## src/rtl/gpio_edge_ctl.sv

```systemverilog
module gpio_edge_ctl #(
  parameter int NLINES = 32
) (
  input  logic              clk,
  input  logic              rst_n,
  input  logic              bus_sel,
  input  logic              bus_we,
  input  logic [2:0]        bus_addr,
  input  logic [31:0]       bus_wdata,
  output logic [31:0]       bus_rdata,
  input  logic [NLINES-1:0] pad_in,
  output logic [NLINES-1:0] pad_out,
  output logic [NLINES-1:0] pad_oe,
  output logic              irq
);
  localparam logic [31:0] LMASK = (NLINES >= 32) ? 32'hFFFF_FFFF : ((32'd1 << NLINES) - 32'd1);
  localparam logic [2:0] A_DIR = 3'd0, A_DAT = 3'd1, A_IEN = 3'd2,
                         A_CHG = 3'd3, A_WMK = 3'd4, A_TYP = 3'd5;

  logic [31:0] dir_q, out_q, ien_q, chg_q, wmask_q, type_q;
  logic [NLINES-1:0] s1_q, s2_q, prev_q;
  logic [31:0] lvl, edge_v;
  logic wr;

  assign wr     = bus_sel & bus_we;
  assign lvl    = 32'(s2_q);
  assign edge_v = 32'(s2_q ^ prev_q);

  always_ff @(posedge clk or negedge rst_n) begin
    if (!rst_n) begin
      s1_q   <= '0;
      s2_q   <= '0;
      prev_q <= '0;
    end else begin
      s1_q   <= pad_in;
      s2_q   <= s1_q;
      prev_q <= s2_q;
    end
  end

  always_ff @(posedge clk or negedge rst_n) begin
    if (!rst_n) begin
      dir_q   <= '0;
      out_q   <= '0;
      ien_q   <= '0;
      chg_q   <= '0;
      wmask_q <= LMASK;
      type_q  <= '0;
    end else begin
      if (wr && bus_addr == A_DIR) dir_q <= bus_wdata & LMASK;
      if (wr && bus_addr == A_DAT) out_q <= ((out_q & ~wmask_q) | (bus_wdata & wmask_q)) & LMASK;
      if (wr && bus_addr == A_IEN) ien_q <= bus_wdata & LMASK;
      if (wr && bus_addr == A_WMK) wmask_q <= bus_wdata & LMASK;
      if (wr && bus_addr == A_TYP) type_q <= bus_wdata & LMASK;
      if (wr && bus_addr == A_CHG) chg_q <= ((chg_q & ~bus_wdata) | edge_v) & LMASK;
      else                         chg_q <= (chg_q | edge_v) & LMASK;
    end
  end

  always_comb begin
    case (bus_addr)
      A_DIR:   bus_rdata = dir_q;
      A_DAT:   bus_rdata = lvl;
      A_IEN:   bus_rdata = ien_q;
      A_CHG:   bus_rdata = chg_q;
      A_WMK:   bus_rdata = wmask_q;
      A_TYP:   bus_rdata = type_q;
      default: bus_rdata = '0;
    endcase
  end

  assign pad_out = out_q[NLINES-1:0];
  assign pad_oe  = dir_q[NLINES-1:0];
  assign irq     = |(chg_q & ien_q);
endmodule


```

## config.mk

```make
export PLATFORM = sky130hd
export DESIGN_NAME = gpio_edge_ctl
export DESIGN_NICKNAME = d
export VERILOG_FILES = /design/src/rtl/gpio_edge_ctl.sv
export SDC_FILE = /design/constraint.sdc
export NUM_CORES = 1
export LEC_CHECK = 0
export BUFFER_PORTS_ARGS = -buffer_cell sky130_fd_sc_hd__buf_2
export CAP_MARGIN = 20
export CORE_MARGIN = 10
export CORE_UTILIZATION = 55
export DETAILED_ROUTE_END_ITERATION = 10
export PLACE_DENSITY = 0.77
export SETUP_SLACK_MARGIN = 0.4
export SLEW_MARGIN = 30
export SYNTH_ARGS = -nofsm -noshare
export SYNTH_HDL_FRONTEND = slang
export SYNTH_SLANG_ARGS = --single-unit
```

## constraint.sdc

```tcl
create_clock -name clk -period 1.5 [get_ports clk]
set_clock_uncertainty 0.1 [all_clocks]
set_input_delay 0.15 -clock clk [delete_from_list [all_inputs] [get_ports clk]]
set_output_delay 0.15 -clock clk [all_outputs]
set_load 0.01 [all_outputs]
```

==> flow_summary_export.csv <==
group,metric,value,unit
status,outcome,"finished, violations left",
status,violations,"negative hold slack, negative setup slack",
grt,grt_pass1_wl,55900,um
placed_design,post-place-ws,-0.315,ns
layout,multiInputGateArea,5160,um2
layout,area_delta_synth_final,53.0,%
sta,rsz0062_at_grt,"yes",
yosys,synth_fp_nets,857,
layout,drive_above_1_share,62.2,%
grt,gr-total-overflow,0,
floorplanning,core,20400,um2
routing,first_pass_iters,5,
sta,hold_viol,21,
power_and_ir_drop,switching_share,27.3,%
clocking,cts_buffers,30,
yosys,synth_top_cell_by_area,"dfrtp_1",
power_and_ir_drop,vdd_ir_drop_max,0.00114,V
yosys,synth_edf_count,0,
setup_path,crit_path_max_fanout,2,
routing,routed_wl,39300,um
sta,min_period,2.36,ns
layout,fin_nets,1240,
yosys,synthMostInstantiatedCell,"dfrtp_1",
sta,finalWorstSetupSlack,-0.855,ns
setup_path,worstSetupStartpointType,"flop",
clocking,cts_tree,"done",
yosys,ys_warn_count,0,
placed_design,io_buffers,167,
placed_design,dp_hpwl,20800,um
floorplanning,die_area,26900,um2
yosys,netlist_area,11400,um2
layout,seqCellArea,7250,um2
grt,grt_max_degree,67,
grt,antenna_found_initial,0,
placed_design,place_congestion,0.812,
placed_design,placed_cells,1288,
power_and_ir_drop,p_total,23.1,mW
sta,hold_slack,-0.0367,ns
clocking,clock_sinks,288,
setup_path,cp.arrival,2.11,ns
floorplanning,io_pins,168,
yosys,yosys_most_used_dff,"dfrtp_1",
power_and_ir_drop,p_switching,6.30,mW
sta,max_clock_freq,425,MHz
routing,dr_total_vias,8826,
layout,instances_no_fill,1462,
layout,num-fill-cells,855,
grt,grt_pass1_vias,9565,
grt,grtUsageTotal,26.6,%
setup_path,end_kind,"primary output",
setup_path,cp_slowest_cell,"or4_4",
sta,slew_headroom,76.5,%
yosys,yosys.area.top_type_share,56.0,%
sta,fin_crit_sh,157,%
routing,drc,0,
routing,ant_nets,0,
yosys,yosysUniqueCellTypes,20,
routing,drt-initial-drc-count,615,
yosys,syn_inst,786,
floorplanning,rows,52,
clocking,root_buffer,"clkbuf_16",
power_and_ir_drop,power.leakage,7.85,nW
layout,n_antenna_cell,0,
sta,finalMaxSlewViolations,0,
placed_design,place_area,14500,um2
clocking,postCtsHoldBufs,66,
layout,final_area,17500,um2
routing,routed_via_density,6.04,
yosys,yosysSeqAreaShare,63.4,%
power_and_ir_drop,clock_power_share,33.4,%
clocking,path_clk_slew,0.06,ns
yosys,ys_ff_latch,288,
clocking,cts_max_level,1,
worst_hold_path,hold_class,"in -> async",
power_and_ir_drop,internal_power,16.8,mW
setup_path,path_class,"reg -> out",
setup_path,cpPeakStageDelay,0.50,ns
yosys,synth_common_cells,"dfrtp_1, mux2_1, a22oi_1",
setup_path,critPathRequiredTime,1.25,ns
routing,wire_per_inst,26.9,um
power_and_ir_drop,pwr-share-comb,22.5,%
power_and_ir_drop,seqPwrFrac,44.1,%
floorplanning,initial_core_util,56.1,%
sta,setup_viol,33,
yosys,synth.avg_cell_area,14.5,um2
setup_path,path_cells,"a22oi_2, nand4_1, or4_4, buf_6",
yosys,ys_top_cells_by_area,"dfrtp_1, mux2_1, a22oi_1",
yosys,synthArstFlopShare,100,%
sta,worstMarginPinSlew,0.352,ns
floorplanning,die_y,164,um
clocking,clockBufferDepth,3,
floorplanning,die_width,164,um
power_and_ir_drop,p_per_area,1320,nW/um2
clocking,clk_latency,0.57,ns
job,cap_violations,0,
-- area by class of cell --
cell class | count | area share [%]
clock inverter | 12 | 0.887
sequential | 288 | 41.5
tap | 270 | 1.93
timing repair buffer | 401 | 21.2
clock buffer | 43 | 4.97
multi-input combinational | 448 | 29.5
-- worst paths after layout --
kind,startpoint,endpoint,slack [ns],cells after the start
worst min register to register,s1_q[19],lvl[19],0.24,0
worst min-delay path,rst_n,ien_q[15],-0.04,2
worst max register to register,wmask_q[7],flop,0.29,2
max in group asynchronous,rst_n,wmask_q[2],0.65,3
worst max-delay path,ien_q[10],irq,-0.86,4
min in group clk,bus_addr[1],flop,0.12,5
-- critical path, delay by kind of cell, from the launching register on --
kind	cells	cell delay (ns)
buffers and inverters	1	0.15
and+or+nand+nor	2	0.71
DFF	1	0.41
AOI/OAI and AO/OA	1	0.28
-- power by group through the flow --
stage / registers [mW] / logic, mW / clock network, mW
floorplan: 10.1 / 2.16 / 0
CTS: 10.0 / 4.70 / 7.67
global route: 10.3 / 5.45 / 8.05
detailed placement: 10.0 / 3.99 / 0
global placement: 9.98 / 3.93 / 0
finish: 10.2 / 5.19 / 7.70
-- cells in the final DEF (no fill, tap or decap), drive strengths merged, types with 3 or more instances in the layout --
cell         instances
dfrtp              256
clkbuf              44
dlygate4sd3         66
dfstp               32
a22oi              112
nor3b                3
clkinv               7
mux2               160
bufinv               3
buf                334
xor2                32
a21o                32
and2                 5
nand3               96
nand4                4
-- layer usage --
layer	GRT usage (%)	vias up	share of wire, %
met1	33.0	4655	38
met4	9.22	0	3.4
met2	45.3	417	52
li1	-	3654	-
met5	0	-	0
met3	5.41	100	6.7
-- cell families (layout without fill, tap and decap cells) --
logic type	count (synthesis)	after routing	share of synthesized area [%]
xor+xnor	32	32	2.45
buf+inv	50	456	2.65
mux	160	160	16.7
flops	288	288	63.4
simple gates	112	112	5.29
compound gates	144	144	9.46
-- through the flow --
step	util, %	TNS [ns]	hold WS (ns)
detailed placement	71.1	-26.72	-0.0658
global placement	71.1	-21.94	-0.0616
floorplan	-	0	-0.246
CTS	83.8	-8.65	-0.0451
finish	85.9	-9.49	-0.0367
global route	85.9	-10.62	-0.0155
-- timing repair --
action | 4_1_cts | 5_1_grt
endpoints found under the setup margin | 156 | 203
pin swaps | 61 | 15
cloned | 4 | 1
resized for setup | 139 | 39
setup buffers | 24 | 24
hold endpoints to repair | 497 | 21
No activity file was read; power rests on OpenSTA's default activity.
